### config.mk
export PLATFORM = sky130hd
export DESIGN_NAME = ddc_agc_top
export DESIGN_NICKNAME = d
export VERILOG_FILES = /design/src/rtl/ddc_agc_pkg.sv /design/src/rtl/ddc_agc_ctrl.sv /design/src/rtl/ddc_agc_mixer.sv /design/src/rtl/ddc_agc_cic.sv /design/src/rtl/ddc_agc_top.sv
export SDC_FILE = /design/constraint.sdc
export NUM_CORES = 2
export LEC_CHECK = 0
export BUFFER_PORTS_ARGS = -buffer_cell sky130_fd_sc_hd__buf_2
export CORE_MARGIN = 4
export CORE_UTILIZATION = 30
export DETAILED_ROUTE_END_ITERATION = 7
export SLEW_MARGIN = 20
export SYNTH_ARGS = -nofsm -noshare
export SYNTH_HDL_FRONTEND = slang
export SYNTH_HIERARCHICAL = 1
export SYNTH_SLANG_ARGS = --single-unit
### constraint.sdc
create_clock -name clk -period 51.9 [get_ports clk]
set_input_delay 2.595 -clock clk [delete_from_list [all_inputs] [get_ports clk]]
set_output_delay 2.595 -clock clk [all_outputs]
set_load 0.1 [all_outputs]
### src/rtl/ddc_agc_pkg.sv
package ddc_agc_pkg;

  typedef enum logic [1:0] {
    QUAD_0   = 2'd0,
    QUAD_90  = 2'd1,
    QUAD_180 = 2'd2,
    QUAD_270 = 2'd3
  } lo_quad_e;

  function automatic logic [7:0] clamp_ratio(input logic [7:0] req,
                                             input logic [7:0] lo,
                                             input logic [7:0] hi);
    if (req < lo)      return lo;
    else if (req > hi) return hi;
    else               return req;
  endfunction

endpackage

### src/rtl/ddc_agc_ctrl.sv
module ddc_agc_ctrl #(
  parameter int MAG_W    = 19,
  parameter int GAIN_W   = 2,
  parameter int GAIN_MAX = 3,
  parameter int UP_HOLD  = 16,
  parameter int HI_THR   = 16384,
  parameter int LO_THR   = 8192
) (
  input  logic              clk,
  input  logic              rst_n,
  input  logic              smp_en,
  input  logic              win_end,
  input  logic [MAG_W-1:0]  mag,
  output logic [GAIN_W-1:0] gain
);
  localparam int CNT_W = $clog2(UP_HOLD + 1);

  logic [MAG_W-1:0]  peak_q, peak_d, peak_cur;
  logic [CNT_W-1:0]  cnt_q, cnt_d;
  logic [GAIN_W-1:0] gain_q, gain_d;

  always_comb begin
    peak_cur = (mag > peak_q) ? mag : peak_q;
    peak_d   = peak_q;
    cnt_d    = cnt_q;
    gain_d   = gain_q;
    if (smp_en) begin
      if (win_end) begin
        peak_d = '0;
        if (peak_cur > MAG_W'(HI_THR)) begin
          cnt_d = '0;
          if (gain_q != '0) gain_d = gain_q - 1'b1;
        end else if (peak_cur < MAG_W'(LO_THR)) begin
          if (cnt_q == CNT_W'(UP_HOLD - 1)) begin
            cnt_d = '0;
            if (gain_q < GAIN_W'(GAIN_MAX)) gain_d = gain_q + 1'b1;
          end else begin
            cnt_d = cnt_q + 1'b1;
          end
        end else begin
          cnt_d = '0;
        end
      end else begin
        peak_d = peak_cur;
      end
    end
  end

  always_ff @(posedge clk or negedge rst_n) begin
    if (!rst_n) begin
      peak_q <= '0;
      cnt_q  <= '0;
      gain_q <= '0;
    end else if (smp_en) begin
      peak_q <= peak_d;
      cnt_q  <= cnt_d;
      gain_q <= gain_d;
    end
  end

  assign gain = gain_q;
endmodule

### src/rtl/ddc_agc_mixer.sv
module ddc_agc_mixer
  import ddc_agc_pkg::*;
#(
  parameter int IN_W  = 19,
  parameter int MIX_W = 20
) (
  input  logic                    clk,
  input  logic                    rst_n,
  input  logic                    smp_en,
  input  logic signed [IN_W-1:0]  smp,
  input  logic [1:0]              quad,
  output logic signed [MIX_W-1:0] mix_i,
  output logic signed [MIX_W-1:0] mix_q,
  output logic                    mix_vld
);
  logic signed [MIX_W-1:0] ext, neg, i_d, q_d;

  always_comb begin
    ext = MIX_W'(smp);
    neg = -ext;
    i_d = '0;
    q_d = '0;
    case (lo_quad_e'(quad))
      QUAD_0:   begin i_d = ext; q_d = '0;  end
      QUAD_90:  begin i_d = '0;  q_d = neg; end
      QUAD_180: begin i_d = neg; q_d = '0;  end
      default:  begin i_d = '0;  q_d = ext; end
    endcase
  end

  always_ff @(posedge clk or negedge rst_n) begin
    if (!rst_n) begin
      mix_i   <= '0;
      mix_q   <= '0;
      mix_vld <= 1'b0;
    end else begin
      mix_vld <= smp_en;
      if (smp_en) begin
        mix_i <= i_d;
        mix_q <= q_d;
      end
    end
  end
endmodule

### src/rtl/ddc_agc_cic.sv
module ddc_agc_cic #(
  parameter int IN_W   = 20,
  parameter int STAGES = 3,
  parameter int ACC_W  = 38,
  parameter int OUT_W  = 18
) (
  input  logic                    clk,
  input  logic                    rst_n,
  input  logic                    in_en,
  input  logic signed [IN_W-1:0]  din,
  input  logic                    dump,
  output logic signed [OUT_W-1:0] dout,
  output logic                    dout_vld
);
  logic signed [ACC_W-1:0] integ  [STAGES];
  logic signed [ACC_W-1:0] dly    [STAGES];
  logic signed [ACC_W-1:0] cin    [STAGES];
  logic signed [ACC_W-1:0] cdiff  [STAGES];
  logic signed [ACC_W-1:0] din_x;

  assign din_x = ACC_W'(din);

  for (genvar k = 0; k < STAGES; k++) begin : g_int
    logic signed [ACC_W-1:0] src;
    if (k == 0) begin : g_first
      assign src = din_x;
    end else begin : g_chain
      assign src = integ[k-1];
    end
    always_ff @(posedge clk or negedge rst_n) begin
      if (!rst_n)     integ[k] <= '0;
      else if (in_en) integ[k] <= integ[k] + src;
    end
  end

  for (genvar k = 0; k < STAGES; k++) begin : g_comb
    if (k == 0) begin : g_first
      assign cin[k] = integ[STAGES-1];
    end else begin : g_chain
      assign cin[k] = cdiff[k-1];
    end
    assign cdiff[k] = cin[k] - dly[k];
    always_ff @(posedge clk or negedge rst_n) begin
      if (!rst_n)    dly[k] <= '0;
      else if (dump) dly[k] <= cin[k];
    end
  end

  always_ff @(posedge clk or negedge rst_n) begin
    if (!rst_n) begin
      dout     <= '0;
      dout_vld <= 1'b0;
    end else begin
      dout_vld <= dump;
      if (dump) dout <= cdiff[STAGES-1][ACC_W-1 -: OUT_W];
    end
  end
endmodule

### src/rtl/ddc_agc_top.sv
module ddc_agc_top
  import ddc_agc_pkg::*;
#(
  parameter int DATA_W   = 16,
  parameter int GAIN_SH  = 3,
  parameter int STAGES   = 3,
  parameter int R_MIN    = 4,
  parameter int R_MAX    = 64,
  parameter int OUT_W    = 18,
  parameter int UP_HOLD  = 16,
  parameter int RATIO_W  = 7
) (
  input  logic                     clk,
  input  logic                     rst_n,
  input  logic                     in_valid,
  input  logic [DATA_W-1:0]        in_sample,
  input  logic [1:0]               lo_quad,
  input  logic [RATIO_W-1:0]       dec_ratio,
  output logic                     out_valid,
  output logic [OUT_W-1:0]         out_i,
  output logic [OUT_W-1:0]         out_q,
  output logic [$clog2(GAIN_SH+1)-1:0] out_gain
);
  localparam int GAIN_W = $clog2(GAIN_SH + 1);
  localparam int MAG_W  = DATA_W + GAIN_SH;
  localparam int MIX_W  = MAG_W + 1;
  localparam int ACC_W  = MIX_W + STAGES * $clog2(R_MAX);
  localparam int CNT_W  = $clog2(R_MAX);
  localparam int HI_THR = 2 ** (DATA_W - 2);
  localparam int LO_THR = 2 ** (DATA_W - 3);

  // reset: asserted asynchronously, released on the clock
  logic rst_m, rst_s;
  always_ff @(posedge clk or negedge rst_n) begin
    if (!rst_n) begin
      rst_m <= 1'b0;
      rst_s <= 1'b0;
    end else begin
      rst_m <= 1'b1;
      rst_s <= rst_m;
    end
  end

  // interval counter
  logic [7:0]       r_eff;
  logic [CNT_W-1:0] dcnt_q, dcnt_d;
  logic             win_end;

  always_comb begin
    r_eff   = clamp_ratio(8'(dec_ratio), 8'(R_MIN), 8'(R_MAX));
    win_end = in_valid && (8'(dcnt_q) >= (r_eff - 8'd1));
    dcnt_d  = dcnt_q;
    if (in_valid) dcnt_d = win_end ? '0 : dcnt_q + 1'b1;
  end

  always_ff @(posedge clk or negedge rst_s) begin
    if (!rst_s)        dcnt_q <= '0;
    else if (in_valid) dcnt_q <= dcnt_d;
  end

  // gain shift and magnitude
  logic [GAIN_W-1:0]       gain;
  logic signed [MAG_W-1:0] gx;
  logic [MAG_W-1:0]        mag;

  always_comb begin
    gx  = MAG_W'($signed(in_sample)) <<< gain;
    mag = gx[MAG_W-1] ? MAG_W'(-gx) : MAG_W'(gx);
  end

  ddc_agc_ctrl #(
    .MAG_W(MAG_W), .GAIN_W(GAIN_W), .GAIN_MAX(GAIN_SH),
    .UP_HOLD(UP_HOLD), .HI_THR(HI_THR), .LO_THR(LO_THR)
  ) u_ctrl (
    .clk(clk), .rst_n(rst_s), .smp_en(in_valid), .win_end(win_end),
    .mag(mag), .gain(gain)
  );

  logic signed [MIX_W-1:0] mix_i, mix_q;
  logic                    mix_vld;

  ddc_agc_mixer #(.IN_W(MAG_W), .MIX_W(MIX_W)) u_mix (
    .clk(clk), .rst_n(rst_s), .smp_en(in_valid), .smp(gx), .quad(lo_quad),
    .mix_i(mix_i), .mix_q(mix_q), .mix_vld(mix_vld)
  );

  // dump strobe aligned with the last mixer product of the interval
  logic dump_q;
  always_ff @(posedge clk or negedge rst_s) begin
    if (!rst_s) dump_q <= 1'b0;
    else        dump_q <= win_end;
  end

  logic signed [MIX_W-1:0] path_in [2];
  logic signed [OUT_W-1:0] path_out[2];
  logic [1:0]              path_vld;

  assign path_in[0] = mix_i;
  assign path_in[1] = mix_q;

  for (genvar c = 0; c < 2; c++) begin : g_path
    ddc_agc_cic #(
      .IN_W(MIX_W), .STAGES(STAGES), .ACC_W(ACC_W), .OUT_W(OUT_W)
    ) u_cic (
      .clk(clk), .rst_n(rst_s), .in_en(mix_vld), .din(path_in[c]),
      .dump(dump_q), .dout(path_out[c]), .dout_vld(path_vld[c])
    );
  end

  logic [GAIN_W-1:0] gain_out_q;
  always_ff @(posedge clk or negedge rst_s) begin
    if (!rst_s)      gain_out_q <= '0;
    else if (dump_q) gain_out_q <= gain;
  end

  assign out_valid = path_vld[0];
  assign out_i     = path_out[0];
  assign out_q     = path_out[1];
  assign out_gain  = gain_out_q;
endmodule

* Word-level counts from Yosys, hierarchy flattened
Cells that the tools add are included.
Storage, ports and cells: bits in registers 571, input bits 28, output and inout port bits 39
Operators by class: add/sub/neg operators 19, $lt $le $gt $ge 7, equality and inequality tests 4, shift-type cells 1, mux-type cells 16, reductions and logical operators 9
Operator list (number):
- 38-bit subtractor | 6
- 38-bit adder | 4
- 20-bit case mux with 2 select lines | 2
- 38-bit by 20-bit adder with 38-bit output | 2
- 19-bit 2-to-1 mux | 3
- 19-bit negation with 20-bit output | 1
- 19-bit by 15-bit greater-than comparator with 1-bit output, second input constant | 1
- 19-bit greater-than comparator | 1
- 19-bit by 14-bit less-than comparator with 1-bit output, second input constant | 1
- 19-bit negation | 1
- 16-bit by 2-bit <<< shifter with 19-bit output | 1
- 5-bit 2-to-1 mux | 3
- 2-bit 2-to-1 mux | 5
- 6-bit by 8-bit greater-or-equal comparator with 1-bit output | 1
- 8-bit 2-to-1 mux | 1
- 2-bit nonzero test | 4
- 8-bit by 1-bit subtractor with 8-bit output, second input constant | 1
- 7-bit greater-than comparator, second input constant | 1
- 7-bit by 3-bit less-than comparator with 1-bit output, second input constant | 1
- 7-bit 2-to-1 mux | 1
- 6-bit by 1-bit adder with 6-bit output, second input constant | 1
- 6-bit 2-to-1 mux | 1
- 6-bit AND reduction | 1
- 5-bit by 1-bit adder with 5-bit output, second input constant | 1
- other kinds (11) | 11

* Depth between registers and ports, before layout
depth after elaboration 8, mapped depth 35, gate-level depth less buffers 35

* Cells and area by module
Netlist, hierarchy kept.
By module, submodules not included:
- ddc_agc_cic at g_path[0].u_cic | times used 1, cells an instance 2259, area an instance 20071.8 um^2
- ddc_agc_cic at g_path[1].u_cic | times used 1, cells an instance 2185, area an instance 19582.5 um^2
- ddc_agc_mixer | times used 1, cells an instance 241, area an instance 2424.8 um^2
- ddc_agc_ctrl | times used 1, cells an instance 194, area an instance 1830.5 um^2
- ddc_agc_top | times used 1, cells an instance 188, area an instance 1590.3 um^2

* Worst setup path after synthesis
No wires, ideal clock.
path kind input to register, from in in_sample[4], to reg u_ctrl.cnt_q[3], arrival time 6.688 ns, data required time 51.799 ns, setup slack 45.111 ns, stages 16, buffers on the path 0, cells stage by stage mux4_2 or2_1 or4_1 o41a_1 a211o_1 nand3_1 ha_1 a21oi_2 nand2_2 a2111oi_4 o21ai_2 o32ai_1 o211a_1 and2_4 nand2_4 o311ai_2
Between the ends: longest elaborated chain between the ends 8, elaborated cells on any way between the ends 9, those cells by class 1 x add/sub; 3 x order compare; 1 x shift; 4 x mux
RTL lines:
- start: declaration | RTL line ddc_agc_top.sv:16 | input logic [DATA_W-1:0] in_sample,
- 16-bit by 2-bit <<< shifter with 19-bit output * | RTL line ddc_agc_top.sv:67 | gx = MAG_W'($signed(in_sample)) <<< gain;
- 19-bit negation | RTL line ddc_agc_top.sv:68 | mag = gx[MAG_W-1] ? MAG_W'(-gx) : MAG_W'(gx);
- 19-bit 2-to-1 mux * | RTL line ddc_agc_top.sv:68
- named net mag[17] | RTL line ddc_agc_top.sv:64 | logic [MAG_W-1:0] mag;
- 19-bit greater-than comparator | RTL line ddc_agc_ctrl.sv:23 | peak_cur = (mag > peak_q) ? mag : peak_q;
- 19-bit 2-to-1 mux * | RTL line ddc_agc_ctrl.sv:23
- 19-bit by 14-bit less-than comparator with 1-bit output | RTL line ddc_agc_ctrl.sv:33 | end else if (peak_cur < MAG_W'(LO_THR)) begin
- 5-bit 2-to-1 mux | RTL line ddc_agc_ctrl.sv:33
- 5-bit 2-to-1 mux * | RTL line ddc_agc_ctrl.sv:30 | if (peak_cur > MAG_W'(HI_THR)) begin
- end signal: assignment | RTL line ddc_agc_ctrl.sv:56 | cnt_q <= cnt_d;
- end: declaration | RTL line ddc_agc_ctrl.sv:19 | logic [CNT_W-1:0] cnt_q, cnt_d;
Mark *: on every way through the listed nets, which the timed path passes. The rest lies on a longest branch. A chain may end at the register's enable or synchronous reset.

==> metrics.cfg <==
[global_route]
grt_start_max_net_pins = 150
grt-ovfl-total = 0
grt_util_all_layers = 0.126
grt_pass1_vias = 34600
grt_use_met2 = 0.199
grt_pass1_wl_um = 171000
antenna_found_initial = 8
use_met1 = 0.178
grt.busiest_layer = met2
grtUsageMet3 = 0.0169

[clocking]
clockBufferDepth = 3
cts-hold-fix-buffers = 0
clk_pin_slew_worst_paths_ns = 0.06
worstSkewPairLatency_ns = 0.67
post_cts_buffers = 0
root_buffer = clkbuf_16
post_cts_resized = 0
cts_buffers = 72
cts_sinks = 571
cts_tree = yes
htreeDepth = 3

[sta]
slew_headroom = 0.324
layout_min_cycle_time_ns = 7.32
rsz0062_at_grt = false
finalMaxSlewViolations = 0
fin_worst_skew_ns = 0.0378
worst_pin_slew_ns = 0.986
fin_ws_ns = 44.58
finalCritPeriodShare = 0.141
setup_tns_ns = 0
setup_viol = 0
timing.fmax_mhz = 137
final-hold-violation-count = 0

[die]
num_rows = 142
io_pins = 67
die_x_um = 397
initial_core_util = 0.303
core_area_mm2 = 0.150
die_area_mm2 = 0.158
die_h_um = 397

[worst_setup_path]
crit_start = g_path[1].u_cic/cin[76]$_DFFE_PN0P_
start_kind = register
timing.rr.start = g_path[1].u_cic/cin[76]$_DFFE_PN0P_
reg2reg_to = g_path[1].u_cic/dout[15]$_DFFE_PN0P_
max_stage_delay_ns = 0.41
cp_num_cells = 34
setup.worst_path.end = g_path[1].u_cic/dout[15]$_DFFE_PN0P_
worst-path-max-fanout = 6
cpLargestDelayFamily = compound AO/OA/AOI/OAI gates
worst-path-buf-inv = 2
worstPathRequired_ns = 52.46
cp-end-kind = register
r2r_slack_ns = 44.58
cp_slowest_cell = o31ai_2
worstPathArrival_ns = 7.89
reg2reg_depth = 34
crit_top_cell = a21oi_1
worstSetupPathType = reg -> reg

[routing]
routedWlPerCell_um = 14.2
vias = 36200
detail_route.iter0.violations = 2244
drtAntennaViolNets = 0
viasPerCell = 5.07
drtPass1Iterations = 6
wl_um = 101000
drc_errors = 0

[final_layout]
final_common_cell = dfrtp_1
area_delta_synth_final_pct = 10.8
fin_nets = 5583
layout.cells.most_common_list = 568 x dfrtp_1, 472 x ha_1, 427 x nand2_1
drive_gt1_frac = 0.102

[placement]
dp_slack_ns = 44.45
hpwl_um = 75100
portBuffers = 66
place.gp.congestion = 0.879

[hold_path]
hp-class = reg -> async

[run_status]
outcome = finished, final reports clean

[flow_run]
drv_cap = 0

[logic_synthesis]
synthCells = 5066
syn_nets = 5576
yosysWarnings = 6
avgSynthCellArea_um2 = 8.98
syn_area_mm2 = 0.0455

-- registers in the layout, indices dropped and copies added (netlist names) --
| register | count |
|---|---|
| rst_s | 1 |
| g_path.u_cic/g_int.src | 152 |
| dcnt_q | 6 |
| u_ctrl/gain | 2 |
| g_path.u_cic/dout | 36 |
| g_path.u_cic/dout_vld | 1 |
| out_gain | 2 |
| rst_m | 1 |
| g_path.u_cic/cin | 76 |
| u_mix/mix_i | 20 |
| u_ctrl/cnt_q | 5 |
| u_mix/mix_q | 20 |
| u_ctrl/peak_q | 19 |
| dump_q | 1 |
| g_path.u_cic/dly | 228 |
| u_mix/mix_vld | 1 |
-- cell type report --
cell class	count	area [um2]
repair buffers	89	528
well taps	2016	2520
multi-input cells	3957	29100
clock buffers	102	2060
clock inverters	25	415
diodes	3	7.51
inverters	382	1430
fillers	15500	99900
flip-flops and latches	571	14300
-- routing by layer --
layer  wire [um]  up-vias
li1            -    18500
met1       51000    17100
met2       44500      506
met3        3590      146
met4        2070        4
met5          33        -
-- worst register-to-register path: cells and delay by family, from the launching register on --
kind            cells  cell delay (ns)
fa+ha+maj           4             1.20
mux                 1             0.26
compound gates     20             4.31
xor+xnor            3             0.42
flops               1             0.39
simple gates        4             0.53
buf+inv             2             0.14
-- per-stage QoR --
stage / hold slack (ns) / std cells / utilization / instance area, um2
finish: 0.306 / 7145 / 0.335 / 50400
global placement: 0.328 / 7015 / 0.319 / 47900
CTS: 0.340 / 7142 / 0.335 / 50400
floorplan: 0.331 / 5066 / - / 45500
global route: 0.359 / 7142 / 0.335 / 50400
detailed placement: 0.333 / 7015 / 0.319 / 47900
-- worst min path at each step --
stage | endpoint | cells past startpoint | start
after floorplan | rst_s$_DFF_PN0_ | 0 | rst_m$_DFF_PN0_
after CTS | g_path[0].u_cic/dly[13]$_DFFE_PN0P_ | 0 | rst_s$_DFF_PN0_
final | g_path[0].u_cic/dly[13]$_DFFE_PN0P_ | 0 | rst_s$_DFF_PN0_
after global routing | rst_s$_DFF_PN0_ | 0 | rst_m$_DFF_PN0_
after detailed placement | g_path[0].u_cic/dly[13]$_DFFE_PN0P_ | 0 | rst_s$_DFF_PN0_
after global placement | g_path[0].u_cic/dly[13]$_DFFE_PN0P_ | 0 | rst_s$_DFF_PN0_
Power is not shown: default switching activity piles up to over one toggle a cycle in this logic, so the estimate is an artifact.
